--- config.mk ---
export PLATFORM = sky130hd
export DESIGN_NAME = pio_cycle_engine
export DESIGN_NICKNAME = d
export VERILOG_FILES = /design/src/rtl/pio_engine_pkg.sv /design/src/rtl/pio_engine_ctrl.sv /design/src/rtl/pio_engine_datapath.sv /design/src/rtl/pio_cycle_engine.sv
export SDC_FILE = /design/constraint.sdc
export NUM_CORES = 1
export LEC_CHECK = 0
export BUFFER_PORTS_ARGS = -buffer_cell sky130_fd_sc_hd__buf_2
export CORE_MARGIN = 1
export CORE_UTILIZATION = 42
export CTS_CLUSTER_SIZE = 25
export DETAILED_ROUTE_END_ITERATION = 7
export PLACE_DENSITY = 0.73
export SLEW_MARGIN = 0
export SYNTH_ARGS = -nofsm -noshare
export SYNTH_HDL_FRONTEND = slang
export SYNTH_SLANG_ARGS = --single-unit
--- constraint.sdc ---
create_clock -name clk -period 5.45 [get_ports clk]
set_input_delay 0.2725 -clock clk [delete_from_list [all_inputs] [get_ports clk]]
set_output_delay 0.2725 -clock clk [all_outputs]
set_load 0.03 [all_outputs]
--- src/rtl/pio_engine_pkg.sv ---
package pio_engine_pkg;

  localparam int CNT_W    = 8;
  localparam int DATA_W   = 16;
  localparam int ADDR_W   = 5;
  localparam int NUM_SETS = 3;
  localparam int TSET_W   = 4 * CNT_W + 1;
  localparam int SET_IDX_W = $clog2(NUM_SETS);

  // Packed MSB first: ready enable, recovery, hold, strobe, setup.
  typedef struct packed {
    logic             iordyEn;
    logic [CNT_W-1:0] tEoc;
    logic [CNT_W-1:0] tHold;
    logic [CNT_W-1:0] tStrobe;
    logic [CNT_W-1:0] tSetup;
  } timing_t;

  typedef enum logic [2:0] {
    PH_IDLE,
    PH_SETUP,
    PH_STROBE,
    PH_HOLD,
    PH_RECOVER
  } phase_t;

  // Strobes from control to datapath.
  typedef struct packed {
    logic load;
    logic capture;
    logic busActive;
    logic strobeActive;
  } ctrl_t;

  // Counter preload: a phase lasts max(count,1) clocks.
  function automatic logic [CNT_W-1:0] loadOf(input logic [CNT_W-1:0] count);
    return (count == '0) ? '0 : count - 1'b1;
  endfunction

  // Set 0 serves command/control registers, sets 1/2 the data register per device.
  function automatic logic [SET_IDX_W-1:0] pickSet(input logic [3:0] sel, input logic dev);
    if (sel[3] || (sel[2:0] != 3'd0)) return SET_IDX_W'(0);
    return dev ? SET_IDX_W'(2) : SET_IDX_W'(1);
  endfunction

endpackage

--- src/rtl/pio_engine_ctrl.sv ---
module pio_engine_ctrl
  import pio_engine_pkg::*;
(
  input  logic    clk,
  input  logic    arstN,
  input  logic    srst,
  input  logic    reqValid,
  input  logic    reqTarget,
  input  timing_t selTim,
  input  logic    iordy,
  output ctrl_t   ctl,
  output logic    busy,
  output logic    done
);

  phase_t           phase;
  logic [CNT_W-1:0] cnt;
  logic [CNT_W-1:0] tStrobeQ;
  logic [CNT_W-1:0] tHoldQ;
  logic [CNT_W-1:0] tEocQ;
  logic             iordyEnQ;
  logic             doneQ;
  logic             accept;
  logic             lastTick;
  logic             strobeEnd;

  assign accept    = reqValid && reqTarget && (phase == PH_IDLE);
  assign lastTick  = (cnt == '0);
  assign strobeEnd = (phase == PH_STROBE) && lastTick && (!iordyEnQ || iordy);

  always_ff @(posedge clk or negedge arstN) begin
    if (!arstN) begin
      phase    <= PH_IDLE;
      cnt      <= '0;
      tStrobeQ <= '0;
      tHoldQ   <= '0;
      tEocQ    <= '0;
      iordyEnQ <= 1'b0;
      doneQ    <= 1'b0;
    end else if (srst) begin
      phase    <= PH_IDLE;
      cnt      <= '0;
      tStrobeQ <= '0;
      tHoldQ   <= '0;
      tEocQ    <= '0;
      iordyEnQ <= 1'b0;
      doneQ    <= 1'b0;
    end else begin
      doneQ <= strobeEnd;
      unique case (phase)
        PH_IDLE: begin
          if (accept) begin
            phase    <= PH_SETUP;
            cnt      <= loadOf(selTim.tSetup);
            tStrobeQ <= selTim.tStrobe;
            tHoldQ   <= selTim.tHold;
            tEocQ    <= selTim.tEoc;
            iordyEnQ <= selTim.iordyEn;
          end
        end
        PH_SETUP: begin
          if (lastTick) begin
            phase <= PH_STROBE;
            cnt   <= loadOf(tStrobeQ);
          end else begin
            cnt <= cnt - 1'b1;
          end
        end
        PH_STROBE: begin
          if (strobeEnd) begin
            phase <= PH_HOLD;
            cnt   <= loadOf(tHoldQ);
          end else if (!lastTick) begin
            cnt <= cnt - 1'b1;
          end
        end
        PH_HOLD: begin
          if (lastTick) begin
            phase <= PH_RECOVER;
            cnt   <= loadOf(tEocQ);
          end else begin
            cnt <= cnt - 1'b1;
          end
        end
        PH_RECOVER: begin
          if (lastTick) phase <= PH_IDLE;
          else          cnt   <= cnt - 1'b1;
        end
        default: phase <= PH_IDLE;
      endcase
    end
  end

  always_comb begin
    ctl.load         = accept;
    ctl.capture      = strobeEnd;
    ctl.busActive    = (phase == PH_SETUP) || (phase == PH_STROBE) || (phase == PH_HOLD);
    ctl.strobeActive = (phase == PH_STROBE);
  end

  assign busy = (phase != PH_IDLE);
  assign done = doneQ;

  // done only follows a clock spent in the strobe phase
  assert_done_after_strobe_R9: assert property (@(posedge clk) disable iff (!arstN || srst)
    done |-> $past(phase == PH_STROBE));

  // busy only falls out of the recovery phase
  assert_busy_ends_in_recovery_R9: assert property (@(posedge clk) disable iff (!arstN || srst)
    $fell(busy) |-> $past(phase == PH_RECOVER));

  // an unready device keeps the strobe phase alive
  assert_iordy_stretch_R7: assert property (@(posedge clk) disable iff (!arstN || srst)
    (phase == PH_STROBE && lastTick && iordyEnQ && !iordy) |=> (phase == PH_STROBE));

  // the strobe phase is always entered from setup
  assert_setup_before_strobe_R3: assert property (@(posedge clk) disable iff (!arstN || srst)
    $rose(ctl.strobeActive) |-> $past(phase == PH_SETUP));

endmodule

--- src/rtl/pio_engine_datapath.sv ---
module pio_engine_datapath
  import pio_engine_pkg::*;
(
  input  logic              clk,
  input  logic              arstN,
  input  logic              srst,
  input  ctrl_t             ctl,
  input  logic              reqWrite,
  input  logic [3:0]        reqSel,
  input  logic              reqDev,
  input  logic [DATA_W-1:0] reqWdata,
  input  timing_t           timSets [NUM_SETS],
  output timing_t           selTim,
  input  logic [DATA_W-1:0] ddIn,
  output logic [DATA_W-1:0] ddOut,
  output logic              ddOe,
  output logic              cs0N,
  output logic              cs1N,
  output logic [2:0]        da,
  output logic              diorN,
  output logic              diowN,
  output logic [DATA_W-1:0] rdData
);

  logic [SET_IDX_W-1:0] setIdx;
  logic [NUM_SETS-1:0]  setHit;
  logic [3:0]           selQ;
  logic                 writeQ;
  logic [DATA_W-1:0]    wdataQ;

  assign setIdx = pickSet(reqSel, reqDev);

  for (genvar g = 0; g < NUM_SETS; g++) begin : g_hit
    assign setHit[g] = (setIdx == SET_IDX_W'(g));
  end

  always_comb begin
    selTim = '0;
    for (int i = 0; i < NUM_SETS; i++) begin
      if (setHit[i]) selTim = timSets[i];
    end
  end

  always_ff @(posedge clk or negedge arstN) begin
    if (!arstN) begin
      selQ   <= '0;
      writeQ <= 1'b0;
      wdataQ <= '0;
      rdData <= '0;
    end else if (srst) begin
      selQ   <= '0;
      writeQ <= 1'b0;
      wdataQ <= '0;
      rdData <= '0;
    end else begin
      if (ctl.load) begin
        selQ   <= reqSel;
        writeQ <= reqWrite;
        wdataQ <= reqWdata;
      end
      if (ctl.capture && !writeQ) rdData <= ddIn;
    end
  end

  assign cs0N  = !(ctl.busActive && !selQ[3]);
  assign cs1N  = !(ctl.busActive && selQ[3]);
  assign da    = selQ[2:0];
  assign diorN = !(ctl.strobeActive && !writeQ);
  assign diowN = !(ctl.strobeActive && writeQ);
  assign ddOe  = ctl.busActive && writeQ;
  assign ddOut = wdataQ;

  // never both strobes at once
  assert_one_strobe_R3: assert property (@(posedge clk) disable iff (!arstN || srst)
    !(!diorN && !diowN));

  // a strobe only with exactly one chip select low
  assert_strobe_selected_R2: assert property (@(posedge clk) disable iff (!arstN || srst)
    (!diorN || !diowN) |-> (cs0N != cs1N));

  // output enable never overlaps a read strobe
  assert_oe_not_on_read_R6: assert property (@(posedge clk) disable iff (!arstN || srst)
    ddOe |-> diorN);

  // address lines stay put while a chip select is held
  assert_da_stable_R2: assert property (@(posedge clk) disable iff (!arstN || srst)
    (!(cs0N && cs1N) && $past(!(cs0N && cs1N))) |-> $stable(da));

endmodule

--- src/rtl/pio_cycle_engine.sv ---
module pio_cycle_engine
  import pio_engine_pkg::*;
(
  input  logic              clk,
  input  logic              arstN,
  input  logic              srst,
  input  logic              reqValid,
  input  logic              reqWrite,
  input  logic [ADDR_W-1:0] reqAddr,
  input  logic              reqDev,
  input  logic [DATA_W-1:0] reqWdata,
  input  logic [TSET_W-1:0] timCmd,
  input  logic [TSET_W-1:0] timDev0,
  input  logic [TSET_W-1:0] timDev1,
  input  logic              iordy,
  input  logic [DATA_W-1:0] ddIn,
  output logic [DATA_W-1:0] ddOut,
  output logic              ddOe,
  output logic              cs0N,
  output logic              cs1N,
  output logic [2:0]        da,
  output logic              diorN,
  output logic              diowN,
  output logic [DATA_W-1:0] rdData,
  output logic              done,
  output logic              busy
);

  timing_t timSets [NUM_SETS];
  timing_t selTim;
  ctrl_t   ctl;

  assign timSets[0] = timing_t'(timCmd);
  assign timSets[1] = timing_t'(timDev0);
  assign timSets[2] = timing_t'(timDev1);

  pio_engine_ctrl u_ctrl (
    .clk       (clk),
    .arstN     (arstN),
    .srst      (srst),
    .reqValid  (reqValid),
    .reqTarget (reqAddr[4]),
    .selTim    (selTim),
    .iordy     (iordy),
    .ctl       (ctl),
    .busy      (busy),
    .done      (done)
  );

  pio_engine_datapath u_datapath (
    .clk      (clk),
    .arstN    (arstN),
    .srst     (srst),
    .ctl      (ctl),
    .reqWrite (reqWrite),
    .reqSel   (reqAddr[3:0]),
    .reqDev   (reqDev),
    .reqWdata (reqWdata),
    .timSets  (timSets),
    .selTim   (selTim),
    .ddIn     (ddIn),
    .ddOut    (ddOut),
    .ddOe     (ddOe),
    .cs0N     (cs0N),
    .cs1N     (cs1N),
    .da       (da),
    .diorN    (diorN),
    .diowN    (diowN),
    .rdData   (rdData)
  );

endmodule

==> metrics <==
DRT antenna net count 0; post-synthesis simple-gate area fraction 22.2%; status complete, no violations; RR Startpoint u_ctrl.cnt[0]; commonest cells in the netlist 142 x nand2_1, 83 x a21oi_1, 74 x dfrtp_1; Fin Setup TNS 0 ns; die area 12100 µm²; Worst-Margin Slew 1.03 ns; GR Overflow Total 0; Final min period 2.61 ns; DRT iter0 DRCs 256; Detailed Place HPWL 10000 µm; CP max FO 16; first-pass GRT wire length 20900 µm; row count 39; I/O Buffers 184; vias in the first global route 4465; multiplexer share of the synthesized area 7.98%; Synth top area share 37.8%; Design Power 2110 µW; fmax 383 MHz; vias per cell 5.37; Max-Cap Viols 0; Die X 110 µm; TritonCTS clock tree done; gp weighted congestion 0.852; Leak 0.00290 µW; critical path arrival 2.86 ns; R2R Path End u_datapath.rdData[3]; hold slack 0.0740 ns; cts hold-fix bufs 0; largest net degree at the start of global routing 75; DRT Pass-1 Iters 5; Layout Nets 914; final number of setup-violating endpoints 0; Clock Root Buffer clkbuf_16; H-tree levels 3; diode count 0; syn_area_per_cell 8.12 µm²; area share of xor/xnor cells in the synthesized design 3.04%; syn_nets 756; Area contributors post-synth dfrtp_1 38%, nand2_1 11%, a21oi_1 8.5%, mux2i_1 8.0%, o211ai_1 4.4%; Synth Area in Compound Gates 21.4%; Synth warnings 0; Synth area leader dfrtp_1; post-CTS setup buffers 0; adder-cell share of the synthesized area 2.56%; Hold WC Path Type in2async; register area share after synthesis 37.8%; Peak VDD IR 0.000246 V; initial antenna violation count 0; GR Util met1 29.2%; WS Path Type reg2reg; final WL 13500 µm; Initial Utilization 43.1%; Setup Skew 0.0107 ns; fill cell count 1060; Mapped Area 4890 µm²; synthesis-stage register bit count 74; Routed WL per cell 14.9 µm; Slew HR 31.3%; gr busiest metal met2; Tcrit/Tclk final 48.0%; FF-to-FF setup slack 2.84 ns; layout cells sized above 1 28.5%; drt drc 0; Power Density 344 nW/µm²; core box area 11400 µm²; Tot GR Track Use 22.1%; asr flop ratio synth 100%; register clock-pin slew on the reported worst setup and hold paths 0.07 ns; final slew viol count 0; die height 110 µm; latest clock arrival within the worst-skew pair 0.34 ns; Worst setup EP type flop; Final Hold Fails 0; synthesized instance count 603; DR vias 4877; worst-case reg-to-reg path depth 7; top_reg_cell synth dfrtp_1; RSZ-0062 raised after global routing false; P&R area growth vs syn 25.5%; GR met2 Demand/Resource 37.6%; largest family of logic cells by synthesized area simple AND/OR/NAND/NOR gates; most frequent cell after synthesis nand2_1; library cells used by synthesis 56; Post-synth EDFFs 0; io pins 185; Critical Path Source Type flop; post-cts gate resize count 0; met3 global-route usage 3.79%; worst-case clock buffer depth 2; clk sinks 74; Worst Path Required 5.70 ns; CTS Buf Count 9
## worst max path at each step
| stage | startpoint | slack (ns) | endpoint |
|---|---|---|---|
| 2_1_floorplan | reqDev | 3.21 | u_ctrl.cnt[2] |
| 3_3_place_gp | reqDev | 2.93 | u_ctrl.cnt[2] |
| 3_5_place_dp | u_ctrl.cnt[0] | 2.82 | u_datapath.rdData[7] |
| 4_1_cts | u_ctrl.cnt[0] | 2.81 | u_datapath.rdData[3] |
| 5_1_grt | u_ctrl.cnt[0] | 2.59 | u_datapath.rdData[3] |
| 6_report | u_ctrl.cnt[0] | 2.84 | u_datapath.rdData[3] |
## critical path, cell delays in order, from the launching register on
cell	delay, ns
dfrtp_1	0.43
inv_1	0.11
ha_1	0.14
nor3b_1	0.35
nand2_1	0.37
nor3_2	0.83
nand2_1	0.11
a21oi_1	0.17
## where the power goes
group / total, µW / switching (µW) / internal (µW)
registers: 709 / 92.6 / 616
clock network: 576 / 251 / 325
logic: 828 / 508 / 320
## final cells by class
class | instances | area, µm² | share of cell area (%)
multi-input cells | 472 | 2810 | 45.8
flip-flops and latches | 74 | 1850 | 30.1
repair buffers | 187 | 946 | 15.4
clock buffers | 10 | 239 | 3.89
well taps | 143 | 179 | 2.91
inverters | 17 | 63.8 | 1.04
clock inverters | 6 | 50.0 | 0.815
## cells by family after synthesis
logic type               count (synthesis)
AND/OR/NAND/NOR                        238
flip-flops                              74
buffers and inverters                   57
multiplexers                            39
AO/OA/AOI/OAI                          168
adder cells (fa/ha/maj)                 10
XOR/XNOR                                17
## registers in the layout, indices dropped and copies added (netlist names)
signal and cells:
u_ctrl.cnt 8, u_ctrl.done 1, u_ctrl.iordyEnQ 1, u_datapath.ddOut 16
u_ctrl.phase 3, u_ctrl.tEocQ 8, u_datapath.selQ 4, u_ctrl.tHoldQ 8
u_datapath.writeQ 1, u_ctrl.tStrobeQ 8, u_datapath.rdData 16
## metal layers
metal / wire, µm / vias to the layer above
li1: - / 2442
met1: 5920 / 2278
met2: 6850 / 143
met3: 635 / 14
met4: 113 / 0
met5: 0 / -
## layout by cell type, fill, tap and decap left out, drive strengths merged, types with 5 or more instances in the layout
cell | netlist | routed
ha | 10 | 10
nor3b | 8 | 8
o21a | 5 | 5
nor3 | 17 | 17
xor2 | 5 | 5
or4 | 8 | 8
buf | 18 | 187
a21oi | 83 | 83
nand2 | 142 | 142
o211ai | 30 | 30
a22oi | 5 | 5
o21ai | 17 | 17
or3 | 7 | 7
clkbuf | 22 | 10
mux2i | 39 | 39
xnor2 | 12 | 12
o22ai | 7 | 7
nand2b | 6 | 6
dfrtp | 74 | 74
nand3 | 6 | 6
nor2 | 30 | 30
inv | 17 | 18
## through the flow
| stage | instances | area, µm² | util [%] | setup WS (ns) |
|---|---|---|---|---|
| 3_3_place_gp | 893 | 5850 | 51.5 | 2.93 |
| 4_1_cts | 909 | 6140 | 54.0 | 2.81 |
| 2_1_floorplan | 603 | 4890 | - | 3.21 |
| 5_1_grt | 909 | 6140 | 54.0 | 2.59 |
| 3_5_place_dp | 893 | 5850 | 51.5 | 2.82 |
| 6_report | 909 | 6140 | 54.0 | 2.84 |
Power figures use the tool's default switching activity.
